$ cat src/rtl/iasr_pkg.sv
package iasr_pkg;

    localparam int VA_W      = 64;
    localparam int REG_SHIFT = 3;
    localparam int PFX_LSB   = 56;   // prefix position in the shifted address
    localparam int PFX_W     = 4;
    localparam int PORT_W    = 16;
    localparam int MSR_N     = 8;
    localparam int SIZE_W    = 4;
    localparam int CFG_W     = 32;

    localparam int PFX_VLO = PFX_LSB + REG_SHIFT;
    localparam int PFX_VHI = PFX_VLO + PFX_W - 1;
    localparam logic [VA_W-1:0] PFX_VMASK =
        ((VA_W'(1) << PFX_W) - VA_W'(1)) << PFX_VLO;

    localparam logic [PFX_W-1:0] SPACE_CPUID = PFX_W'(0);
    localparam logic [PFX_W-1:0] SPACE_MSR   = PFX_W'(1);
    localparam logic [PFX_W-1:0] SPACE_IO    = PFX_W'(2);

    localparam logic [PORT_W-1:0] PORT_CFG_ADDR = 16'hCF8;
    localparam logic [PORT_W-1:0] PORT_CFG_DATA = 16'hCFC;

    localparam logic [31:0] MSR_IDX [MSR_N] = '{
        32'h0000_0010, 32'h0000_001B, 32'h0000_0174, 32'h0000_0175,
        32'h0000_0176, 32'hC000_0080, 32'hC000_0081, 32'hC000_0100
    };

    typedef struct packed {
        logic            ireg;
        logic            gp;
        logic            unmapped;
        logic            badspace;
        logic [VA_W-1:0] paddr;
    } route_t;

    function automatic route_t route_none();
        route_t r;
        r = '0;
        return r;
    endfunction

    function automatic logic [VA_W-1:0] reg_slot(input int regnum);
        return VA_W'(regnum) << REG_SHIFT;
    endfunction

endpackage

$ cat src/rtl/iasr_msr_map.sv
module iasr_msr_map
    import iasr_pkg::*;
#(
    parameter int N        = MSR_N,
    parameter int REG_BASE = 16
) (
    input  logic [PFX_LSB-1:0] index,
    output route_t             route
);
    logic [N-1:0] hit_vec;

    for (genvar g = 0; g < N; g++) begin : g_cmp
        assign hit_vec[g] = (index == PFX_LSB'(MSR_IDX[g]));
    end

    always_comb begin
        route = route_none();
        if (hit_vec == '0) begin
            route.gp = 1'b1;
        end else begin
            for (int i = 0; i < N; i++) begin
                if (hit_vec[i]) begin
                    route.ireg  = 1'b1;
                    route.paddr = reg_slot(REG_BASE + i);
                end
            end
        end
    end
endmodule

$ cat src/rtl/iasr_io_map.sv
module iasr_io_map
    import iasr_pkg::*;
#(
    parameter int              CFGA_REGNUM  = 40,
    parameter logic [VA_W-1:0] IO_WIN_BASE  = 64'h2000_0000_0000_0000,
    parameter logic [VA_W-1:0] CFG_WIN_BASE = 64'h3000_0000_0000_0000
) (
    input  logic [PORT_W-1:0] port,
    input  logic [SIZE_W-1:0] size,
    input  logic [CFG_W-1:0]  cfg,
    output route_t            route
);
    logic is_cfg_addr, is_cfg_data;

    assign is_cfg_addr = (port == PORT_CFG_ADDR) && (size == SIZE_W'(4));
    assign is_cfg_data = (port[PORT_W-1:2] == PORT_CFG_DATA[PORT_W-1:2]);

    always_comb begin
        route = route_none();
        if (is_cfg_addr) begin
            route.ireg  = 1'b1;
            route.paddr = reg_slot(CFGA_REGNUM);
        end else if (is_cfg_data) begin
            if (cfg[CFG_W-1]) begin
                route.paddr = CFG_WIN_BASE
                            | VA_W'({cfg[CFG_W-2:2], 2'b00})
                            | VA_W'(port[1:0]);
            end else begin
                route.unmapped = 1'b1;
            end
        end else begin
            route.paddr = IO_WIN_BASE | VA_W'(port);
        end
    end
endmodule

$ cat src/rtl/iasr_router.sv
module iasr_router
    import iasr_pkg::*;
#(
    parameter int              MSR_REG_BASE = 16,
    parameter int              CFGA_REGNUM  = 40,
    parameter logic [VA_W-1:0] IO_WIN_BASE  = 64'h2000_0000_0000_0000,
    parameter logic [VA_W-1:0] CFG_WIN_BASE = 64'h3000_0000_0000_0000
) (
    input  logic              clk,
    input  logic              rst,
    input  logic              req_valid,
    input  logic [VA_W-1:0]   req_vaddr,
    input  logic [SIZE_W-1:0] req_size,
    input  logic [CFG_W-1:0]  cfg_addr,
    output logic              rsp_valid,
    output logic [VA_W-1:0]   rsp_paddr,
    output logic              rsp_ireg,
    output logic              rsp_gp,
    output logic              rsp_unmapped,
    output logic              rsp_badspace
);
    logic [PFX_W-1:0] space;
    logic [VA_W-1:0]  port_full;
    logic             port_wide;
    route_t           msr_route, io_route, next_route, cur;

    assign space     = req_vaddr[PFX_VHI:PFX_VLO];
    assign port_full = req_vaddr & ~PFX_VMASK;
    assign port_wide = |(port_full >> PORT_W);

    iasr_msr_map #(.N(MSR_N), .REG_BASE(MSR_REG_BASE)) i_msr (
        .index (req_vaddr[PFX_VLO-1:REG_SHIFT]),
        .route (msr_route)
    );

    iasr_io_map #(
        .CFGA_REGNUM (CFGA_REGNUM),
        .IO_WIN_BASE (IO_WIN_BASE),
        .CFG_WIN_BASE(CFG_WIN_BASE)
    ) i_io (
        .port  (port_full[PORT_W-1:0]),
        .size  (req_size),
        .cfg   (cfg_addr),
        .route (io_route)
    );

    always_comb begin
        next_route = route_none();
        if (space == SPACE_MSR) begin
            next_route = msr_route;
        end else if (space == SPACE_IO && !port_wide) begin
            next_route = io_route;
        end else begin
            next_route.badspace = 1'b1;   // CPUID, unknown space, wide port
        end
    end

    always_ff @(posedge clk) begin
        if (rst) begin
            rsp_valid <= 1'b0;
            cur       <= route_none();
        end else begin
            rsp_valid <= req_valid;
            cur       <= req_valid ? next_route : route_none();
        end
    end

    assign rsp_paddr    = cur.paddr;
    assign rsp_ireg     = cur.ireg;
    assign rsp_gp       = cur.gp;
    assign rsp_unmapped = cur.unmapped;
    assign rsp_badspace = cur.badspace;

    a_r2_valid_follows: assert property (@(posedge clk) disable iff (rst)
        req_valid |=> rsp_valid);
    a_r2_idle_follows: assert property (@(posedge clk) disable iff (rst)
        !req_valid |=> !rsp_valid);
    a_r1_idle_quiet: assert property (@(posedge clk) disable iff (rst)
        !rsp_valid |-> (rsp_paddr == '0 && !rsp_ireg && !rsp_gp
                        && !rsp_unmapped && !rsp_badspace));
    a_r12_one_outcome: assert property (@(posedge clk) disable iff (rst)
        $onehot0({rsp_ireg, rsp_gp, rsp_unmapped, rsp_badspace}));
    a_r12_fault_zero: assert property (@(posedge clk) disable iff (rst)
        (rsp_gp || rsp_unmapped || rsp_badspace) |-> rsp_paddr == '0);
    a_r3_slot_aligned: assert property (@(posedge clk) disable iff (rst)
        rsp_ireg |-> rsp_paddr[REG_SHIFT-1:0] == '0);
endmodule

$ cat config.mk
export PLATFORM = sky130hd
export DESIGN_NAME = iasr_router
export DESIGN_NICKNAME = d
export VERILOG_FILES = /design/src/rtl/iasr_pkg.sv /design/src/rtl/iasr_msr_map.sv /design/src/rtl/iasr_io_map.sv /design/src/rtl/iasr_router.sv
export SDC_FILE = /design/constraint.sdc
export NUM_CORES = 1
export LEC_CHECK = 0
export ABC_CLOCK_PERIOD_IN_PS = 1850
export BUFFER_PORTS_ARGS = -buffer_cell sky130_fd_sc_hd__buf_4
export CORE_MARGIN = 2
export CORE_UTILIZATION = 34
export DETAILED_ROUTE_END_ITERATION = 7
export GPL_ROUTABILITY_DRIVEN = 1
export GPL_TIMING_DRIVEN = 0
export HOLD_SLACK_MARGIN = 0.03
export PLACE_DENSITY = 0.77
export REMOVE_ABC_BUFFERS = 1
export SLEW_MARGIN = 0
export SYNTH_ARGS = -nofsm -noshare
export SYNTH_HDL_FRONTEND = slang
export SYNTH_SLANG_ARGS = --single-unit
$ cat constraint.sdc
create_clock -name clk -period 1.85 [get_ports clk]
set_clock_uncertainty 0.15 [all_clocks]
set_input_delay 0.2775 -clock clk [delete_from_list [all_inputs] [get_ports clk]]
set_output_delay 0.2775 -clock clk [all_outputs]
set_load 0.005 [all_outputs]
# After elaboration in Yosys (flattened, before gate mapping)
# Index checks and enable logic that the tools add are counted.
# totals
reg_bits	69
latch_bits	0
mem_bits_rw	0
mem_bits_ro	0
output_inout_bits	69
n_memories	0
# classes
add_sub_neg	0
multipliers	0
div_mod_pow	0
n_lt_le_gt_ge	0
n_eq_ne	13
shift	0
n_mux	30
bitwise	4
n_reduce_logical	8
# op_table
op	n
$mux W64	5
$eq A56 B32 Y1 const B	3
$eq A56 B9 Y1 const B	3
$eq A56 B5 Y1 const B	2
$mux W68	1
$mux W8	8
$or A62 B2 Y62	1
$reduce_or A44 Y1	1
$eq A16 B12 Y1 const B	1
$mux W1	15
$eq A14 B10 Y1 const B	1
$logic_not A8 Y1	1
$reduce_or A6 Y1	1
$eq A4 B1 Y1 const B	1
$eq A4 B2 Y1 const B	1
$eq A4 B3 Y1 const B	1
$mux W3	1
$not A1 Y1	3
$reduce_or A3 Y1	1
$logic_and A1 B1 Y1	2
$reduce_or A2 Y1	1
$logic_not A1 Y1	1

# Depth between registers and ports, before layout
# depth
depth_word	11
mapped_depth	8
ltp_nobuf	5

# Cells and area by module
# From an unflattened synthesis, not the netlist that was laid out.
# unflattened
cells_unflattened	404
area_unflattened_um2	3849.9
# modules_own_cells
mod	n_inst	cells_per_inst	area_each_um2	seq_area_each_um2
iasr_router	1	189	2371.0	1381.3
iasr_msr_map	1	110	777.0	0.0
iasr_io_map	1	105	701.9	0.0

# Worst setup path before layout
# Ideal clock, no wire load.
# synth_timing
path_kind	in2reg
startpoint	in req_vaddr[3]
endpoint	reg cur (netlist bit rsp_paddr[15])
setup_ns	0.117
arrival_ns	1.615
path_slack_ns	-0.032
cell_stages	8
n_path_buf	3
path_cell_list	buf_2 -> and4bb_1 -> and4_1 -> and2_4 -> and4_1 -> buf_4 -> buf_6 -> a22o_1
# synth_via
elab_chain_cells	5
# synth_rtl
item	line	rtl
start, declared	iasr_router.sv:12	input logic [VA_W-1:0] req_vaddr,
$eq A14 B10 Y1 / $eq A16 B12 Y1 (equally long branches)	iasr_io_map.sv:16, iasr_io_map.sv:15	
$mux W64 / $logic_and A1 B1 Y1 (equally long branches)	iasr_io_map.sv:23, iasr_io_map.sv:15	
$mux W64 *	iasr_io_map.sv:20	if (is_cfg_addr) begin
$mux W64 *	iasr_router.sv:51	end else if (space == SPACE_IO && !port_wide) begin
$mux W68 *	iasr_router.sv:49	if (space == SPACE_MSR) begin
end signal, assigned	iasr_router.sv:61	cur <= route_none();
end signal, assigned	iasr_router.sv:64	cur <= req_valid ? next_route : route_none();
end, declared	iasr_router.sv:25	route_t msr_route, io_route, next_route, cur;
# Every way passes the cells marked *; elsewhere a longest branch is shown, timed or not.
# A chain may end at the register's enable or synchronous reset.

# Worst setup path after layout
# layout_timing
startpoint	in req_vaddr[2]
endpoint	reg cur (netlist bit rsp_paddr[10])
# The elaborated chain is that of the path after synthesis.

==> results.cfg <==
[status]
outcome = completed

[synth]
avgSynthCellArea_sq_um = 9.40
synth_mux_area_frac = 0.0112
synth_seq_cells = 38
synth-adder-area-share = 0
synth_compound_area_frac = 0.105
synth_top_family_by_area = simple AND/OR/NAND/NOR gates
synth_edf_count = 0
synth_cells = 202
synth_flop_cell = dfxtp_1
async_flop_share = 0
yosysWarnings = 0
ys_types = 45
synth-simple-area-share = 0.324
ys_seq_area_frac = 0.401
synthXorXnorAreaFrac = 0
synthesis.area_sq_um = 1900

[final_layout]
diodes = 0
fillCellCount = 476
fin_nets = 453
fin_cells = 423
drive_above_1_share = 0.513
area_growth_pct = 68.4

[pwr]
powerDensity_nw_per_um2 = 530
comb_power_share = 0.164
pwr-share-clk = 0.353
p_leak_nw = 1.51
power_switching_share = 0.240
p_switching_w = 0.000408
seqPwrFrac = 0.484
p_total_w = 0.00170
peakVddDrop_mv = 0.251
p_int_w = 0.00129

[setup_path]
path_cells = buf_4 > or4b_1 > nor4_2 > and2_4 > nor3b_4 > buf_12 > a32o_2
critical_path_required_ns = 1.89
worstSetupPathType = primary input to flip-flop
cp_num_buf_inv = 2
cp_top_family = simple AND/OR/NAND/NOR gates
crit_path_end_kind = flip-flop
cp.arrival_ns = 1.86
worst_path_largest_cell_delay_ns = 0.53
cpMaxStageDelayCell = or4b_1
worstSetupStartpointType = primary input
worstPathMaxFanout = 11

[hold_path]
hold_end = rsp_paddr[26]$_SDFF_PP0_
hp-start = cfg_addr[26]
min_path_cells = 2
hold_class = primary input to flip-flop

[sta]
max_freq_ghz = 0.549
setup_ws_ns = 0.0293
drv_slew = 0
rsz0062_at_grt = yes
timing.final.crit_share = 0.984
setup_viol = 0
report.final.hold_viol_count = 0
tightest_slew_ns = 0.542
fin_crit_ns = 1.82
slew_headroom = 0.637

[placement]
io_buffers = 138
dpl.cell_count = 403
dp_slack_ns = -1.33
dp_hpwl_mm = 4.63
place.gp.congestion = 0.844

[grt]
grt_pass1_wl_mm = 9.38
grt_pass1_vias = 2002
antenna_found_initial = 0
grt_max_degree = 14
grt-ovfl-total = 0
grtUsageTotal = 0.194

[clocking]
cts_sinks = 38
htreeDepth = 2
clk_pin_slew_ns = 0.08
tritoncts = yes
clock_path_buffers = 2
cts-root-buf = clkbuf_8
numCtsBuffers = 5

[drt]
drt_iter0_markers = 58
post_drt_wl_per_cell_um = 14.7
drt-total-wl_mm = 6.20
drt-vias-per-instance = 4.89
drcViolationCount = 0
drtAntennaViolNets = 0
vias = 2070
dr.pass1.iters = 4

[floorplan]
io_pins = 172
core-area_sq_um = 5440
start_util = 0.349
design.die.area_sq_um = 6200
die_x_um = 78.7
die_y_um = 78.7
row_count = 27

[run]
maxCapViolations = 0
worst max-delay path by stage:
stage	endpoint	slack [ns]	cells after the start	from
2_1_floorplan	rsp_paddr[10]$_SDFF_PP0_	-0.50	5	req_vaddr[47]
3_3_place_gp	rsp_paddr[2]$_SDFF_PP0_	-1.28	6	req_vaddr[16]
3_5_place_dp	rsp_paddr[9]$_SDFF_PP0_	-1.33	6	req_vaddr[20]
4_1_cts	rsp_paddr[10]$_SDFF_PP0_	0.003	8	req_vaddr[35]
5_1_grt	rsp_paddr[11]$_SDFF_PP0_	-0.04	8	req_vaddr[21]
6_report	rsp_paddr[10]$_SDFF_PP0_	0.03	7	req_vaddr[2]
power groups by stage:
stage | logic [W] | clock network [W] | registers (W)
floorplan | 0.0000510 | 0 | 0.000840
global placement | 0.000242 | 0 | 0.000840
global route | 0.000303 | 0.000663 | 0.000821
CTS | 0.000266 | 0.000618 | 0.000820
finish | 0.000278 | 0.000598 | 0.000820
detailed placement | 0.000246 | 0 | 0.000840
through the flow:
step           TNS, ns  utilization  instance area, sq um  hold WS (ns)
6_report             0        0.588                  3200        0.0342
5_1_grt         -0.222        0.588                  3200        0.0326
4_1_cts              0        0.571                  3110        0.0314
3_5_place_dp    -40.21        0.523                  2840         0.325
3_3_place_gp    -38.26        0.523                  2840         0.323
2_1_floorplan   -13.03            -                  1720         0.206
cell usage after synthesis (all sizes together), types with 2 or more instances:
library cell / instances / area (sq um)
clkbuf: 2 / 7.51
o221ai: 2 / 17.5
a21oi: 3 / 15.0
nor2b: 2 / 12.5
nor4: 15 / 125
and2: 20 / 129
nor3b: 2 / 20.0
nor3: 5 / 25.0
nand2b: 3 / 18.8
nand4: 15 / 93.8
o22ai: 2 / 12.5
o211a: 2 / 20.0
a32o: 3 / 32.5
dfxtp: 38 / 761
nand3: 8 / 40.0
and4: 3 / 26.3
buf: 37 / 287
nor4b: 2 / 17.5
o21ai: 2 / 10.0
a22o: 6 / 52.6
nor2: 7 / 26.3
nand2: 9 / 33.8
flip-flops by register name, indices dropped and copies added, names as in the netlist:
signal and count:
rsp_ireg 1, rsp_badspace 1, rsp_valid 1, rsp_unmapped 1, rsp_paddr 33, rsp_gp 1
cells in the final DEF (no fill, tap or decap), drive strengths merged, types with 2 or more instances in the layout:
cell type	instances
o211a	2
nand2	9
o221ai	2
nand4	15
clkbuf	6
dfxtp	38
buf	146
nor2	7
nand3	8
and2	20
nor3b	2
nor4b	2
conb	31
a32o	3
nor4	15
o22ai	2
a21oi	3
a22o	6
dlygate4sd3	3
nand2b	3
and4	4
nor2b	2
nor3	5
o21ai	2
repair_timing:
item / CTS / global route
hold buffers: 3 / 0
setup buffers: 6 / 2
endpoints found under the setup margin: 36 / 34
resized for setup: 13 / 15
endpoints found under the hold margin: 3 / 0
gates cloned: 1 / 0
pin swaps: 6 / 4
metal layers:
layer	global-route usage	vias up	share of wire
met5	0	-	0
met4	0.0649	0	0.019
met3	0.0466	11	0.082
met2	0.344	111	0.52
met1	0.229	961	0.38
li1	-	987	-
cell families (layout without fill, tap and decap cells):
kind of cell | Yosys count | count (layout)
AO/OA/AOI/OAI | 25 | 25
buffers and inverters | 40 | 158
flip-flops | 38 | 38
multiplexers | 2 | 2
other | 1 | 31
AND/OR/NAND/NOR | 96 | 97
final cells by class:
| cell class | count | area (sq um) | area share |
|---|---|---|---|
| multi-input combinational | 155 | 1090 | 0.341 |
| timing repair buffer | 149 | 1160 | 0.362 |
| clock inverter | 2 | 12.5 | 0.00391 |
| sequential | 38 | 761 | 0.238 |
| clock buffer | 6 | 82.6 | 0.0258 |
| inverter | 1 | 3.75 | 0.00117 |
| tap | 72 | 90.1 | 0.0282 |
(Power assumes the default switching activity.)
